### config.mk
export PLATFORM = sky130hd
export DESIGN_NAME = mem_addr_decoder
export DESIGN_NICKNAME = d
export VERILOG_FILES = /design/src/rtl/mad_pkg.sv /design/src/rtl/mad_window.sv /design/src/rtl/mad_rom_window.sv /design/src/rtl/mad_prio.sv /design/src/rtl/mad_rdata_mux.sv /design/src/rtl/mem_addr_decoder.sv
export SDC_FILE = /design/constraint.sdc
export NUM_CORES = 1
export LEC_CHECK = 0
export ABC_AREA = 1
export BUFFER_PORTS_ARGS = -buffer_cell sky130_fd_sc_hd__buf_2
export CORE_UTILIZATION = 34
export DETAILED_ROUTE_END_ITERATION = 16
export PLACE_DENSITY = 0.89
export SLEW_MARGIN = 20
export SYNTH_ARGS = -nofsm -noshare
export SYNTH_HDL_FRONTEND = slang
export SYNTH_SLANG_ARGS = --single-unit
export TNS_END_PERCENT = 5
### constraint.sdc
create_clock -name vclk -period 2.95
set_input_delay 0.7375 -clock vclk [all_inputs]
set_output_delay 0.7375 -clock vclk [all_outputs]
set_load 0.01 [all_outputs]
### src/rtl/mad_pkg.sv
package mad_pkg;
  localparam int N_SRC = 4;
  typedef enum logic [1:0] {
    SRC_REG = 2'd0,
    SRC_RAM = 2'd1,
    SRC_ROM = 2'd2,
    SRC_EXT = 2'd3
  } src_e;
endpackage

### src/rtl/mad_window.sv
module mad_window #(
  parameter int ADDR_W = 16,
  parameter int POS_W  = 4,
  parameter int SPAN   = 512
) (
  input  logic [ADDR_W-1:0] addr,
  input  logic [POS_W-1:0]  pos,
  output logic              hit
);
  localparam int OFF_W = ADDR_W - POS_W;

  function automatic logic in_span(input logic [OFF_W-1:0] off);
    return off < OFF_W'(SPAN);
  endfunction

  function automatic logic page_match(input logic [ADDR_W-1:0] a,
                                      input logic [POS_W-1:0] p);
    return a[ADDR_W-1 -: POS_W] == p;
  endfunction

  assign hit = page_match(addr, pos) && in_span(addr[OFF_W-1:0]);
endmodule

### src/rtl/mad_rom_window.sv
module mad_rom_window #(
  parameter int              ADDR_W   = 16,
  parameter logic [ADDR_W-1:0] ROM_BASE = 16'hD000
) (
  input  logic [ADDR_W-1:0] addr,
  input  logic              enable,
  output logic              hit
);
  function automatic logic above_base(input logic [ADDR_W-1:0] a);
    return a >= ROM_BASE;
  endfunction

  assign hit = enable && above_base(addr);
endmodule

### src/rtl/mad_prio.sv
module mad_prio #(
  parameter int N = 4
) (
  input  logic [N-1:0] req,
  output logic [N-1:0] gnt
);
  always_comb begin
    logic taken;
    taken = 1'b0;
    gnt   = '0;
    for (int i = 0; i < N; i++) begin
      if (req[i] && !taken) begin
        gnt[i] = 1'b1;
        taken  = 1'b1;
      end
    end
  end
endmodule

### src/rtl/mad_rdata_mux.sv
module mad_rdata_mux #(
  parameter int N      = 4,
  parameter int DATA_W = 8
) (
  input  logic [N-1:0]             gnt,
  input  logic [N-1:0][DATA_W-1:0] src_data,
  output logic [DATA_W-1:0]        rdata
);
  always_comb begin
    rdata = '0;
    for (int i = 0; i < N; i++) begin
      rdata = rdata | (src_data[i] & {DATA_W{gnt[i]}});
    end
  end
endmodule

### src/rtl/mem_addr_decoder.sv
module mem_addr_decoder
  import mad_pkg::*;
#(
  parameter int              ADDR_W    = 16,
  parameter int              DATA_W    = 8,
  parameter int              POS_W     = 4,
  parameter int              RAM_BYTES = 512,
  parameter int              REG_BYTES = 64,
  parameter logic [15:0]     ROM_BASE  = 16'hD000
) (
  input  logic [ADDR_W-1:0] cpu_addr,
  input  logic              cpu_wr,
  input  logic [POS_W-1:0]  ram_pos,
  input  logic [POS_W-1:0]  reg_pos,
  input  logic              rom_enable,
  input  logic [DATA_W-1:0] reg_rdata,
  input  logic [DATA_W-1:0] ram_rdata,
  input  logic [DATA_W-1:0] rom_rdata,
  input  logic [DATA_W-1:0] ext_rdata,
  output logic              reg_sel,
  output logic              ram_sel,
  output logic              rom_sel,
  output logic              ext_sel,
  output logic              reg_we,
  output logic              ram_we,
  output logic              ext_we,
  output logic [DATA_W-1:0] cpu_rdata
);
  // Raw window hits, before priority; exported for the checker.
  logic reg_hit;
  logic ram_hit;
  logic rom_hit;
  logic [N_SRC-1:0] req;
  logic [N_SRC-1:0] gnt;
  logic [N_SRC-1:0][DATA_W-1:0] src_data;

  mad_window #(.ADDR_W(ADDR_W), .POS_W(POS_W), .SPAN(REG_BYTES)) u_reg_win (
    .addr(cpu_addr), .pos(reg_pos), .hit(reg_hit)
  );

  mad_window #(.ADDR_W(ADDR_W), .POS_W(POS_W), .SPAN(RAM_BYTES)) u_ram_win (
    .addr(cpu_addr), .pos(ram_pos), .hit(ram_hit)
  );

  mad_rom_window #(.ADDR_W(ADDR_W), .ROM_BASE(ADDR_W'(ROM_BASE))) u_rom_win (
    .addr(cpu_addr), .enable(rom_enable), .hit(rom_hit)
  );

  // Index order is the priority order; the external bus always requests.
  always_comb begin
    req          = '0;
    req[SRC_REG] = reg_hit;
    req[SRC_RAM] = ram_hit;
    req[SRC_ROM] = rom_hit;
    req[SRC_EXT] = 1'b1;
  end

  mad_prio #(.N(N_SRC)) u_prio (.req(req), .gnt(gnt));

  assign reg_sel = gnt[SRC_REG];
  assign ram_sel = gnt[SRC_RAM];
  assign rom_sel = gnt[SRC_ROM];
  assign ext_sel = gnt[SRC_EXT];

  // The ROM has no write enable at all: a write decoded there goes nowhere.
  assign reg_we = cpu_wr & reg_sel;
  assign ram_we = cpu_wr & ram_sel;
  assign ext_we = cpu_wr & ext_sel;

  always_comb begin
    src_data          = '0;
    src_data[SRC_REG] = reg_rdata;
    src_data[SRC_RAM] = ram_rdata;
    src_data[SRC_ROM] = rom_rdata;
    src_data[SRC_EXT] = ext_rdata;
  end

  mad_rdata_mux #(.N(N_SRC), .DATA_W(DATA_W)) u_mux (
    .gnt(gnt), .src_data(src_data), .rdata(cpu_rdata)
  );
endmodule

# [Word-level counts from Yosys, hierarchy flattened]
# Index checks and enable logic that the tools add are counted.
[op_classes] bitwise=10 order_cmp=3 muxes=6 n_reduce_logical=7 n_eq_ne=2
[op_table] op="bitwise AND 8 bit" n=4
[op_table] op="OR 8 bit" n=3
[op_table] op="greater-or-equal comparator 16 bit, second input constant" n=1
[op_table] op="less-than comparator 12 x 10 -> 1 bit, second input constant" n=1
[op_table] op="less-than comparator 12 x 7 -> 1 bit, second input constant" n=1
[op_table] op="== test 4 bit" n=2
[op_table] op="2-to-1 mux 1 bit" n=6
[op_table] op="logical AND 1 bit" n=5
[op_table] op="bitwise AND 1 bit" n=3
[op_table] op="zero test 1 bit" n=2
[totals] out_inout_bits=15 ff_bits=0 inputBits=58

# [Logic depth before layout (Yosys ltp)]
# Gate-level depths: netlist of the first run.
[depth] depth_word=12 ltp_mapped=10

# [Hierarchy]
# A second synthesis of the first run with hierarchy kept.
[unflattened] hier_cells=137 area_unflattened_um2=549.3
[modules_own_cells] mod="mad_rdata_mux" area_each_um2=290.3 n_inst=1 cells_per_inst=76
[modules_own_cells] mod="mad_window (u_reg_win)" area_each_um2=105.1 n_inst=1 cells_per_inst=26
[modules_own_cells] mod="mad_window (u_ram_win)" area_each_um2=77.6 n_inst=1 cells_per_inst=16
[modules_own_cells] mod="mad_prio" area_each_um2=37.5 n_inst=1 cells_per_inst=9
[modules_own_cells] mod="mem_addr_decoder" area_each_um2=26.3 n_inst=1 cells_per_inst=7
[modules_own_cells] mod="mad_rom_window" area_each_um2=12.5 n_inst=1 cells_per_inst=3

# [Worst setup path before layout of the first run]
# OpenSTA, ideal clock, no wires.
[synth_path] path_kind="input-to-output" from="input cpu_addr[11]" to="output cpu_rdata[0]" t_arrival_ns=1.577 path_slack_ns=0.636 required_time_ns=2.213 cell_stages=9 path_cell_list="nor2_1 nand2_1 nor2_1 inv_1 nor2_4 nand3_1 nand2_1 inv_1 nand3_1"
[synth_via] elab_chain_len=12 elab_cells_between_ends=23
[synth_lines] item="start: declaration" line="mem_addr_decoder.sv:11" text="input logic [ADDR_W-1:0] cpu_addr,"
[synth_lines] item="less-than comparator 12 x 7 -> 1 bit" line="mad_window.sv:13" text="return off < OFF_W'(SPAN);"
[synth_lines] item="logical AND 1 bit" line="mad_window.sv:21" text="assign hit = page_match(addr, pos) && in_span(addr[OFF_W-1:0]);"
[synth_lines] item="2-to-1 mux 1 bit" line="mad_prio.sv:12" text="if (req[i] && !taken) begin"
[synth_lines] item="zero test 1 bit" line="mad_prio.sv:12"
[synth_lines] item="logical AND 1 bit" line="mad_prio.sv:12"
[synth_lines] item="2-to-1 mux 1 bit" line="mad_prio.sv:12"
[synth_lines] item="zero test 1 bit" line="mad_prio.sv:12"
[synth_lines] item="logical AND 1 bit" line="mad_prio.sv:12"
[synth_lines] item="2-to-1 mux 1 bit" line="mad_prio.sv:12"
[synth_lines] item="bitwise AND 8 bit / 2-to-1 mux 1 bit (equally long branches)" line="mad_rdata_mux.sv:12, mad_prio.sv:12"
[synth_lines] item="OR 8 bit / bitwise AND 8 bit (equally long branches)" line="mad_rdata_mux.sv:12" text="rdata = rdata | (src_data[i] & {DATA_W{gnt[i]}});"
[synth_lines] item="OR 8 bit (*)" line="mad_rdata_mux.sv:12"
[synth_lines] item="end: declaration" line="mem_addr_decoder.sv:27" text="output logic [DATA_W-1:0] cpu_rdata"
# Every way passes the cells marked *; elsewhere a longest branch is shown, timed or not.

# [Worst setup path after layout of the first run]
[layout_path] from="input cpu_addr[15]" to="output cpu_rdata[0]"
[layout_via] elab_chain_len=12 elab_cells_between_ends=23
[layout_lines] item="branches (longest 11 deep; another with greater-or-equal comparator 16 bit)"
[layout_lines] item="OR 8 bit (*)" line="mad_rdata_mux.sv:12"
# Mark *: on every way between the ends.

==> impl_metrics.toml, run 1 <==
[synth]
synthTopCellsByCount = "54 x nand2_1, 18 x inv_1, 17 x nand3_1"
synth_top_cell_by_area = "nand2_1"
avgSynthCellArea_um2 = 4.401
synth_cells = 116
ys_top_cells_by_area = "nand2_1 40%, nand3_1 17%, inv_1 13%"
netlist_area_um2 = 510.5
synth_warnings = 0
ys_seq_area_frac = 0
yosysTopAreaCellShare = 0.3971
ys_types = 15
synthMostInstantiatedCell = "nand2_1"
synthesis.nets = 174

[critical_path]
path_cells = "buf_2 -> inv_2 -> nand2_1 -> o21ai_1 -> nor2_1 -> nand3_2 -> clkinv_1 -> nand2_1 -> nand2_1 -> inv_1 -> nand3_1 -> buf_2"
path_buf_inv = 5
endpoint_kind = "output pin"
arrival_ps = 2020
cp.depth = 12
critPathSlowestCell = "clkinv_1"
crit_path_max_incr_delay_ps = 270
crit_type = "primary input to output pin"
cp_max_fo = 12
worstSetupEndpoint = "cpu_rdata[0]"
startpoint_type = "primary input"
path_common_cell = "nand2_1"
crit_path_start = "cpu_addr[15]"
cp_top_family = "buffers and inverters"
required_ps = 2210

[layout]
layout-drive-gt1-share = 0.4341
ff_latch_area_um2 = 0
clockBufferCount = 0
area_growth_pct = 67.16
diodes = 0
final_nets = 242
final_area_um2 = 853.3
n_sequential_cell = 0

[floorplan]
die_h_um = 40.75
rows = 13
die_w_um = 40.75
dieArea_um2 = 1661
coreArea_um2 = 1350
start_util = 0.3781
ios = 73

[timing]
rsz0062_at_grt = "false"
setup-violations-final = 0
fin_tns_setup_ps = 0
fmax_ghz = 0.3623
worstMarginPinSlew_ps = 335.8
slew_headroom = 0.7759
hold_viol = 0
finalCriticalPeriod_ps = 2760
drv_slew = 0
whs_ps = 1775
fin_crit_sh = 0.9356

[route]
drc_errors = 0
antenna_left = 0
vias_per_cell = 4.345
drt_iter0_markers = 12
dr.pass1.iters = 4
wire_per_inst_um = 8.782
routed_wl_um = 1730
vias = 856

[power]
p_seq_frac = 0
leakage_uw = 0.0005784
swShare = 0.4943
internal_power_uw = 45.99
p_per_area_nw_per_um2 = 106.6
power.share.clock = 0
power_frac_comb = 1.000
power_switching_uw = 44.95
ir_drop_uv = 53.70

[placement]
placed_cell_area_um2 = 853.3
place.gp.congestion = 0.8200
io_buffers = 67
hpwl_um = 1568

[run]
cap_violations = 0

[clock_tree]
cts_hold_buffers = 0
post_cts_buffers = 0
post_cts_resized = 0

[global_route]
grt_overflow = 0
grt_max_degree = 13
grtUsageTotal = 0.1962
grt_pass1_vias = 578
grt_pass1_wl_um = 2304
antenna_found_initial = 0

[hold_path]
hp-class = "primary input to output pin"

[outcome]
outcome = "finished clean"
worst min path at each step:
| stage | start | endpoint | slack, ps | cells past startpoint |
|---|---|---|---|---|
| floorplan | cpu_wr | ram_we | 1610 | 2 |
| global placement | rom_rdata[4] | cpu_rdata[4] | 1770 | 4 |
| detailed placement | ext_rdata[4] | cpu_rdata[4] | 1780 | 4 |
| CTS | ext_rdata[4] | cpu_rdata[4] | 1780 | 4 |
| global route | rom_rdata[5] | cpu_rdata[5] | 1800 | 4 |
| finish | ext_rdata[4] | cpu_rdata[4] | 1770 | 4 |
cells by family (layout without fill, tap and decap cells):
| family | count (synthesis) | in the layout | share of synthesized area |
|---|---|---|---|
| xor gates and xnor gates | 1 | 1 | 0.01716 |
| and+or+nand+nor | 89 | 89 | 0.7720 |
| AOI/OAI and AO/OA | 2 | 2 | 0.01959 |
| buffers and inverters | 24 | 90 | 0.1911 |
stage by stage:
step | power (uW) | std cells | util | worst slack [ps]
final | 90.94 | 197 | 0.6321 | 189.9
after global routing | 102.6 | 197 | 0.6321 | 47.47
after CTS | 91.37 | 197 | 0.6321 | 202.7
after detailed placement | 91.21 | 197 | 0.6321 | 211.6
after global placement | 88.65 | 197 | 0.6321 | 239.1
after floorplan | 39.95 | 116 | - | 635.8
layer usage:
metal | GRT usage | vias to the layer above | part of all wire
met4 | 0.01667 | 0 | 0
met2 | 0.3333 | 17 | 0.53
li1 | - | 482 | -
met3 | 0 | 0 | 0.023
met1 | 0.2853 | 357 | 0.45
met5 | 0 | - | 0
cells in the final DEF (no fill, tap or decap):
cell type / n
a21oi_1: 1
nand3_1: 17
o21ai_1: 1
nor2_4: 1
nor3_1: 1
nand2_1: 54
nand2_4: 1
nor2_1: 9
clkinv_1: 1
nor2_2: 4
inv_2: 4
buf_2: 67
xnor2_1: 1
nand3_2: 2
inv_1: 18
layout make-up:
type                            count  area [um^2]
Multi-Input combinational cell     92        412.9
Tap cell                           15        18.77
Timing Repair Buffer               67        335.3
Fill cell                         152        496.7
Inverter                           23        86.33
power groups by stage:
stage | clock [uW] | combinational, uW | sequential (uW)
2_1_floorplan | 0 | 39.9 | 0
3_3_place_gp | 0 | 88.6 | 0
3_5_place_dp | 0 | 91.2 | 0
4_1_cts | 0 | 91.4 | 0
5_1_grt | 0 | 103 | 0
6_report | 0 | 90.9 | 0
(Power assumes the default switching activity.)
==> run 2, diff against run 1 <==
--- a/config.mk
+++ b/config.mk
@@ -6,10 +6,10 @@
 export NUM_CORES = 1
 export LEC_CHECK = 0
 export ABC_AREA = 1
-export BUFFER_PORTS_ARGS = -buffer_cell sky130_fd_sc_hd__buf_2
-export CORE_UTILIZATION = 34
+export CORE_AREA = 2 2 39 41
 export DETAILED_ROUTE_END_ITERATION = 16
-export PLACE_DENSITY = 0.89
+export DIE_AREA = 0 0 41 43
+export DONT_BUFFER_PORTS = 1
 export SLEW_MARGIN = 20
 export SYNTH_ARGS = -nofsm -noshare
 export SYNTH_HDL_FRONTEND = slang
==> impl_metrics.toml, run 2 (synthesis gave the netlist of run 1 again) <==
[layout]
final_nets = 176
n_sequential_cell = 0
ff_latch_area_um2 = 0
layout-drive-gt1-share = 0.1121
diodes = 0
n_fill_cell = 177
layout.cells.most_common = "nand2_1"
clockBufferCount = 0
layout_common_cells = "54 x nand2_1, 18 x inv_1, 17 x nand3_1"
final_area_um2 = 526.8
area_growth_pct = 3.186

[timing]
finalCriticalPeriod_ps = 2569
fin_tns_setup_ps = 0
drv_slew = 0
hold_viol = 0
worstMarginPinSlew_ps = 452.0
rsz0062_at_grt = "false"
fmax_ghz = 0.3892
setup-violations-final = 0
fin_crit_sh = 0.8710
slew_headroom = 0.6983

[global_route]
grt_overflow = 0
antenna_found_initial = 0
grt_pass1_wl_um = 2180
grt_max_degree = 10
grtUsageTotal = 0.1668
grt_pass1_vias = 566

[power]
p_seq_frac = 0
ir_drop_uv = 28.76
p_per_area_nw_per_um2 = 86.26
swShare = 0.6599
internal_power_uw = 15.45
totalPowerFinal_uw = 45.44
power_switching_uw = 29.99
leakage_uw = 0.0003115
power_frac_comb = 1.000
power.share.clock = 0

[floorplan]
die_w_um = 41
ios = 73
rows = 14
die_h_um = 43
dieArea_um2 = 1763
start_util = 0.3689
coreArea_um2 = 1384

[critical_path]
cp_max_fo = 9
path_buf_inv = 1
arrival_ps = 1830
crit_type = "primary input to output pin"
path_cells = "inv_2 -> nand2_1 -> nand2_1 -> nor2_1 -> nand3_2 -> nand2_4 -> nor2_2 -> nand2_1 -> nand3_1"
critPathSlowestCell = "nor2_2"
endpoint_kind = "output pin"
cp_top_family = "simple AND/OR/NAND/NOR gates"
startpoint_type = "primary input"
required_ps = 2210
path_common_cell = "nand2_1"
crit_path_max_incr_delay_ps = 360

[hold_path]
hp-class = "primary input to output pin"

[clock_tree]
post_cts_resized = 0
cts_hold_buffers = 0
post_cts_buffers = 0

[route]
drt_iter0_markers = 4
wire_per_inst_um = 10.45
vias_per_cell = 5.000
dr.pass1.iters = 2
routed_wl_um = 1380
vias = 660
drc_errors = 0
antenna_left = 0

[placement]
io_buffers = 0
placed_cell_area_um2 = 526.8
hpwl_um = 1184
place.gp.congestion = 0.7001

[run]
cap_violations = 0

[outcome]
outcome = "finished clean"
-- run 2: cell types whose count changed in the layout (fill, tap and decap cells not counted), sizes merged --
cell	previous run	this run
buf	67	1
-- run 2: area by class of cell --
type / instances / area [um^2] / share of cell area
Multi-Input combinational cell: 92 / 412.9 / 0.7838
Inverter: 23 / 86.33 / 0.1639
Timing Repair Buffer: 1 / 7.507 / 0.01425
Tap cell: 16 / 20.02 / 0.03800
-- run 2: path summary, 6_finish.rpt --
| check | slack (ps) | end | cells past startpoint | from |
|---|---|---|---|---|
| max | 380 | cpu_rdata[3] | 9 | cpu_addr[12] |
| min | 1620 | ram_we | 2 | cpu_wr |
-- run 2: power groups by stage --
| stage | sequential [uW] | combinational (uW) | clock [uW] |
|---|---|---|---|
| after global routing | 0 | 52.3 | 0 |
| after CTS | 0 | 46.1 | 0 |
| after floorplan | 0 | 39.9 | 0 |
| after detailed placement | 0 | 46.0 | 0 |
| final | 0 | 45.4 | 0 |
| after global placement | 0 | 44.7 | 0 |
-- run 2: metal layers --
layer,vias up,GRT usage,part of all wire
met5,-,0,0
met4,0,0.01333,0
met3,0,0.005236,0.072
met2,26,0.2969,0.53
met1,288,0.2184,0.40
li1,346,-,-
-- run 2: stage by stage --
step           setup slack, ps  hold slack (ps)    util  std cells
2_1_floorplan            635.8             1606       -        116
3_3_place_gp             410.5             1626  0.3807        132
3_5_place_dp             353.3             1620  0.3807        132
4_1_cts                  356.0             1622  0.3807        132
5_1_grt                  234.0             1635  0.3807        132
6_report                 380.5             1619  0.3807        132
